`src/rtl/sigdet_pkg.sv`:
```
package sigdet_pkg;
  typedef enum logic [2:0] {
    RES_UNKNOWN = 3'd0,
    RES_SHORT   = 3'd1,
    RES_LOW     = 3'd2,
    RES_GOOD    = 3'd3,
    RES_HIGH    = 3'd4,
    RES_OPEN    = 3'd5
  } res_code_t;

  typedef enum logic [1:0] {
    ST_IDLE = 2'd0,
    ST_CMD  = 2'd1,
    ST_MEAS = 2'd2,
    ST_EVAL = 2'd3
  } seq_state_t;
endpackage

```
`src/rtl/sigdet_cls.sv`:
```
// Window classifier: slope R = 1000*dv/di ohm checked without a divider.
module sigdet_cls
  import sigdet_pkg::*;
#(
  parameter int W        = 16,
  parameter int RMIN_OHM = 17000,
  parameter int RMAX_OHM = 29000
) (
  input  logic signed [W:0] dv,
  input  logic signed [W:0] di,
  output res_code_t         code
);
  localparam int PW = 2 * W + 16;
  localparam logic signed [PW-1:0] K_SCALE = PW'(1000);
  localparam logic signed [PW-1:0] K_MIN   = PW'(RMIN_OHM);
  localparam logic signed [PW-1:0] K_MAX   = PW'(RMAX_OHM);

  logic signed [PW-1:0] dv_x, di_x, lhs, lo_b, hi_b;

  always_comb begin
    dv_x = PW'(dv);
    di_x = PW'(di);
    lhs  = dv_x * K_SCALE;
    lo_b = di_x * K_MIN;
    hi_b = di_x * K_MAX;
    if (di_x <= '0)      code = RES_HIGH;
    else if (lhs < lo_b) code = RES_LOW;
    else if (lhs > hi_b) code = RES_HIGH;
    else                 code = RES_GOOD;
  end
endmodule

```
`src/rtl/sigdet_ctrl.sv`:
```
// Step sequencer, capture registers and result/done registers.
module sigdet_ctrl
  import sigdet_pkg::*;
#(
  parameter int W        = 16,
  parameter int I_LO_UA  = 170,
  parameter int I_HI_UA  = 270,
  parameter int V_LO_MV  = 4000,
  parameter int V_HI_MV  = 8000,
  parameter int SHORT_MV = 1000
) (
  input  logic             clk,
  input  logic             rst,
  input  logic             start,
  input  logic [W-1:0]     open_thr_mv,
  output logic             frc_valid,
  input  logic             frc_ready,
  output logic             frc_mode,
  output logic [W-1:0]     frc_level,
  input  logic             smp_valid,
  output logic             smp_ready,
  input  logic [W-1:0]     smp_data,
  output logic signed [W:0] cls_dv,
  output logic signed [W:0] cls_di,
  input  res_code_t        cls_code,
  output logic             done,
  output res_code_t        result
);
  localparam int NSTEP = 4;
  localparam int SW    = $clog2(NSTEP);
  localparam logic [W-1:0] SHORT_L = W'(SHORT_MV);
  localparam logic signed [W:0] DI_FORCED = (W+1)'(I_HI_UA - I_LO_UA);
  localparam logic signed [W:0] DV_FORCED = (W+1)'(V_HI_MV - V_LO_MV);

  seq_state_t        st;
  logic [SW-1:0]     step;
  logic [W-1:0]      samp [NSTEP];
  logic [W-1:0]      lvl_tab [NSTEP];

  // Step levels: two currents, then two voltages.
  assign lvl_tab[0] = W'(I_LO_UA);
  assign lvl_tab[1] = W'(I_HI_UA);
  assign lvl_tab[2] = W'(V_LO_MV);
  assign lvl_tab[3] = W'(V_HI_MV);

  assign frc_valid = (st == ST_CMD);
  assign frc_mode  = step[SW-1];
  assign frc_level = lvl_tab[step];
  assign smp_ready = (st == ST_MEAS);

  always_comb begin
    if (!step[SW-1]) begin
      cls_dv = $signed({1'b0, samp[1]}) - $signed({1'b0, samp[0]});
      cls_di = DI_FORCED;
    end else begin
      cls_dv = DV_FORCED;
      cls_di = $signed({1'b0, samp[3]}) - $signed({1'b0, samp[2]});
    end
  end

  always_ff @(posedge clk) begin
    if (rst) begin
      st     <= ST_IDLE;
      step   <= '0;
      done   <= 1'b0;
      result <= RES_UNKNOWN;
      for (int k = 0; k < NSTEP; k++) samp[k] <= '0;
    end else begin
      done <= 1'b0;
      unique case (st)
        ST_IDLE: if (start) begin
          st     <= ST_CMD;
          step   <= '0;
          result <= RES_UNKNOWN;
        end
        ST_CMD: if (frc_ready) st <= ST_MEAS;
        ST_MEAS: if (smp_valid) begin
          samp[step] <= smp_data;
          case (step)
            2'd0: if (smp_data < SHORT_L) begin
                    result <= RES_SHORT; done <= 1'b1; st <= ST_IDLE;
                  end else begin
                    step <= 2'd1; st <= ST_CMD;
                  end
            2'd1: if (smp_data > open_thr_mv) begin
                    result <= RES_OPEN; done <= 1'b1; st <= ST_IDLE;
                  end else begin
                    st <= ST_EVAL;
                  end
            2'd2: begin step <= 2'd3; st <= ST_CMD; end
            default: st <= ST_EVAL;
          endcase
        end
        ST_EVAL: begin
          if (!step[SW-1] && cls_code == RES_GOOD) begin
            step <= 2'd2;
            st   <= ST_CMD;
          end else begin
            result <= cls_code;
            done   <= 1'b1;
            st     <= ST_IDLE;
          end
        end
        default: st <= ST_IDLE;
      endcase
    end
  end
endmodule

```
`src/rtl/sigdet_seq.sv`:
```
module sigdet_seq
  import sigdet_pkg::*;
#(
  parameter int W        = 16,
  parameter int I_LO_UA  = 170,
  parameter int I_HI_UA  = 270,
  parameter int V_LO_MV  = 4000,
  parameter int V_HI_MV  = 8000,
  parameter int SHORT_MV = 1000,
  parameter int RMIN_OHM = 17000,
  parameter int RMAX_OHM = 29000
) (
  input  logic         clk,
  input  logic         rst,
  input  logic         start,
  input  logic [W-1:0] open_thr_mv,
  output logic         frc_valid,
  input  logic         frc_ready,
  output logic         frc_mode,
  output logic [W-1:0] frc_level,
  input  logic         smp_valid,
  output logic         smp_ready,
  input  logic [W-1:0] smp_data,
  output logic         done,
  output logic [2:0]   result
);
  logic signed [W:0] dv_w, di_w;
  res_code_t         code_w, res_w;

  sigdet_ctrl #(
    .W(W), .I_LO_UA(I_LO_UA), .I_HI_UA(I_HI_UA),
    .V_LO_MV(V_LO_MV), .V_HI_MV(V_HI_MV), .SHORT_MV(SHORT_MV)
  ) u_ctrl (
    .clk(clk), .rst(rst), .start(start), .open_thr_mv(open_thr_mv),
    .frc_valid(frc_valid), .frc_ready(frc_ready), .frc_mode(frc_mode),
    .frc_level(frc_level), .smp_valid(smp_valid), .smp_ready(smp_ready),
    .smp_data(smp_data), .cls_dv(dv_w), .cls_di(di_w), .cls_code(code_w),
    .done(done), .result(res_w)
  );

  sigdet_cls #(.W(W), .RMIN_OHM(RMIN_OHM), .RMAX_OHM(RMAX_OHM)) u_cls (
    .dv(dv_w), .di(di_w), .code(code_w)
  );

  assign result = res_w;
endmodule

```
`config.mk`:
```
export PLATFORM = sky130hd
export DESIGN_NAME = sigdet_seq
export DESIGN_NICKNAME = d
export VERILOG_FILES = /design/src/rtl/sigdet_pkg.sv /design/src/rtl/sigdet_cls.sv /design/src/rtl/sigdet_ctrl.sv /design/src/rtl/sigdet_seq.sv
export SDC_FILE = /design/constraint.sdc
export NUM_CORES = 1
export LEC_CHECK = 0
export ABC_AREA = 1
export ABC_CLOCK_PERIOD_IN_PS = 8700
export BUFFER_PORTS_ARGS = -buffer_cell sky130_fd_sc_hd__buf_2
export CORE_AREA = 2 2 234 144
export CTS_CLUSTER_DIAMETER = 100
export DETAILED_ROUTE_END_ITERATION = 6
export DIE_AREA = 0 0 236 146
export GPL_TIMING_DRIVEN = 0
export PLACE_DENSITY = 0.8
export SYNTH_ARGS = -nofsm -noshare
export SYNTH_HDL_FRONTEND = slang
export SYNTH_SLANG_ARGS = --single-unit
```
`constraint.sdc`:
```
create_clock -name clk -period 8.7 [get_ports clk]
set_input_delay 0.435 -clock clk [delete_from_list [all_inputs] [get_ports clk]]
set_output_delay 0.435 -clock clk [all_outputs]
set_load 0.1 [all_outputs]
```
==> summary.txt <==
Status
  – Status: finished clean

Timing
  – Post-layout min period: 8.32 ns
  – Clock Skew: 0.00857 ns
  – Final worst slack: 0.382 ns
  – Max Freq: 120 MHz
  – Count of final max-slew check failures: 0
  – Relative slew slack: 28.0%
  – Final critical-path share of the clock period: 95.6%
  – Final hold vios: 0
  – Final Setup Violations: 0
  – Worst-Margin Slew: 1.08 ns

Synthesis
  – Post-synthesis sequential area ratio: 12.4%
  – Synth Area in Adders: 42.5%
  – Async SR Flop Fraction: 0%
  – Proportion of synthesized area in mux cells: 0.238%
  – Synth Area in XOR/XNOR: 4.83%
  – Synth top area share: 24.3%
  – Yosys reg bits: 72
  – Compound-Gate Fraction of Synth Area: 8.21%
  – Count leader, synth: inv_1
  – Synth warn: 0
  – Synth area leaders: ha_1, fa_1, inv_1
  – Mean Syn Cell Area: 7.69 µm²
  – Synth cell types: 59
  – Cell count after synthesis: 2190
  – Cell Area, Synth: 16800 µm²
  – Largest family of logic cells by synthesized area: adder cells
  – Post-synth top cells: inv_1, ha_1, nand2_1
  – Main synth FF type: edfxtp_1
  – Synth Area in Simple Gates: 17.6%
  – Post-synth top area cell: ha_1
  – Post-synth EDFFs: 64

Worst setup path
  – Slowest cell on crit path: fa_2
  – Worst setup SP type: flip-flop
  – Crit Path Category: flip-flop to flip-flop
  – Critical Path Fanout Max: 10
  – Worst EP required: 8.94 ns
  – Worst Setup End Kind: flip-flop
  – CP max stage delay: 0.59 ns
  – CP arrival: 8.56 ns
  – Most used cell, CP: nand2_1

Die
  – Initial core utilization: 52.5%
  – IO Count: 60
  – Die area: 34500 µm²
  – Rows: 51
  – Die Wd: 236 µm
  – Placeable Area: 32100 µm²
  – Die Height: 146 µm

Detailed routing
  – DRC Markers: 0
  – Wire per inst: 17.1 µm
  – Antenna-violating nets left: 0
  – Number of vias per cell: 5.38
  – Vias: 14.7k
  – DRT iter0 DRCs: 1432
  – Total routed wirelength: 46800 µm
  – First-pass detailed-route iteration total: 5

Cells and area
  – Register area: 2080 µm²
  – # fillers: 2768
  – Share of cells above drive strength 1: 12.1%
  – Final instance area: 18800 µm²
  – Multi-input logic area: 12800 µm²
  – Final #Nets: 2821
  – Finished Layout Cells: 2733
  – Area Growth Syn to Fin: 11.7%

Placed design
  – Place WS: -0.868 ns
  – GPL Wtd Cong: 0.975
  – Placed Area: 17700 µm²
  – # placed instances: 2676
  – Final HPWL DP: 39500 µm
  – Port bufs: 54

Global routing
  – First-pass GRT wire length: 73000 µm
  – Vias in the first global route: 14.1k
  – Largest net degree at the start of global routing: 17
  – Initial antenna violation count: 2
  – Grt total ovfl: 0
  – Gr usage total: 26.8%

Min path
  – Hold Path Class: input pin to flip-flop

Clock network
  – Clk root buf: clkbuf_16
  – Clock sink count: 72
  – CTS HTree Levels: 3
  – Max Root-Sink Buffers: 2
  – Clock latency on the worst-skew pair: 0.34 ns
  – Clock-pin slew on the worst setup and hold paths: 0.06 ns
  – Total CTS buffers: 9
  – Clock tree from TritonCTS: done
  – Hold Buf Count CTS: 0

Flow run
  – Maxcap violations: 0
## final timing paths
path / startpoint / to / cells after the start / slack (ns)
worst max-delay path: u_ctrl.samp[3][6] / u_ctrl.result[0] / 50 / 0.38
worst min register to register: u_ctrl.result[2] / u_ctrl.result[2] / 4 / 0.53
worst min-delay path: rst / u_ctrl.done / 2 / 0.31
worst max register to register: u_ctrl.samp[3][6] / u_ctrl.result[0] / 50 / 0.38
## cells in the final DEF, fill, tap and decap left out, types with 6 or more instances in the layout
cell and count:
o211ai_1 9, nor3_1 30, a21oi_2 12, nor2_1 151
buf_4 51, xnor2_1 38, a21oi_1 115, ha_1 310
nor2_4 13, fa_1 149, ha_4 8, nand3_2 7
nor3_4 6, a21o_1 10, conb_1 6, and2_1 6
dfxtp_1 7, o21ai_0 43, nor2_2 16, o21ai_1 6
nand4_1 21, buf_2 56, nand2_2 20, xor2_1 48
edfxtp_1 64, clkbuf_1 8, inv_2 14, inv_1 580
a31oi_1 11, ha_2 9, nand2_1 319, o21bai_1 7
nor3_2 9, clkbuf_16 9, nand3_1 56
## flip-flops by register name, summed over array words and instances (netlist names)
name           count
u_ctrl.samp       64
u_ctrl.st          2
u_ctrl.result      3
u_ctrl.done        1
u_ctrl.step        2
## routing by layer
layer | track usage, % | vias to the layer above | share of wire [%]
met4 | 3.89 | 2 | 1.0
met2 | 37.9 | 621 | 40
li1 | - | 7051 | -
met1 | 39.7 | 6982 | 45
met5 | 0 | - | 0.034
met3 | 9.62 | 48 | 14
## logic make-up (layout without fill, tap and decap cells)
family / Yosys count / after routing
fa+ha+maj: 480 / 480
mux: 4 / 4
xor+xnor: 92 / 92
flops: 72 / 72
other cells: 1 / 7
simple gates: 677 / 677
buf+inv: 624 / 737
compound gates: 240 / 240
## metrics by stage
step	utilization, %	hold WS, ns	setup TNS, ns
final	58.6	0.306	0
after global routing	58.6	0.310	-0.442
after detailed placement	55.2	0.529	-5.68
after global placement	55.0	0.511	-6.16
after floorplan	-	0.501	0
after CTS	56.4	0.300	0
## layout make-up
cell class	count	share of cell area, %
Antenna cell	1	0.0133
Buffer	25	0.811
Clock buffer	9	1.20
Clock inverter	6	0.578
Inverter	599	12.0
Multi-Input combinational cell	1499	68.2
Sequential cell	72	11.1
Tap cell	424	2.82
Timing Repair Buffer	98	3.32
## worst max-delay path: cells and delay by family, from the launching register on
kind	cells	cell delay [ns]
AOI/OAI and AO/OA	8	1.03
buffers and inverters	6	0.51
adders and majority gates	8	3.20
xor gates and xnor gates	1	0.18
and+or+nand+nor	27	2.90
DFF	1	0.37
## repair_timing
item                       4_1_cts  5_1_grt
pin swaps                        1       35
hold endpoints to repair         0        0
buffers inserted                 1       40
gates resized for setup         15       95
setup endpoints to repair        7        7
Power is not shown: default switching activity piles up to over one toggle a cycle in this logic, so the estimate is an artifact.
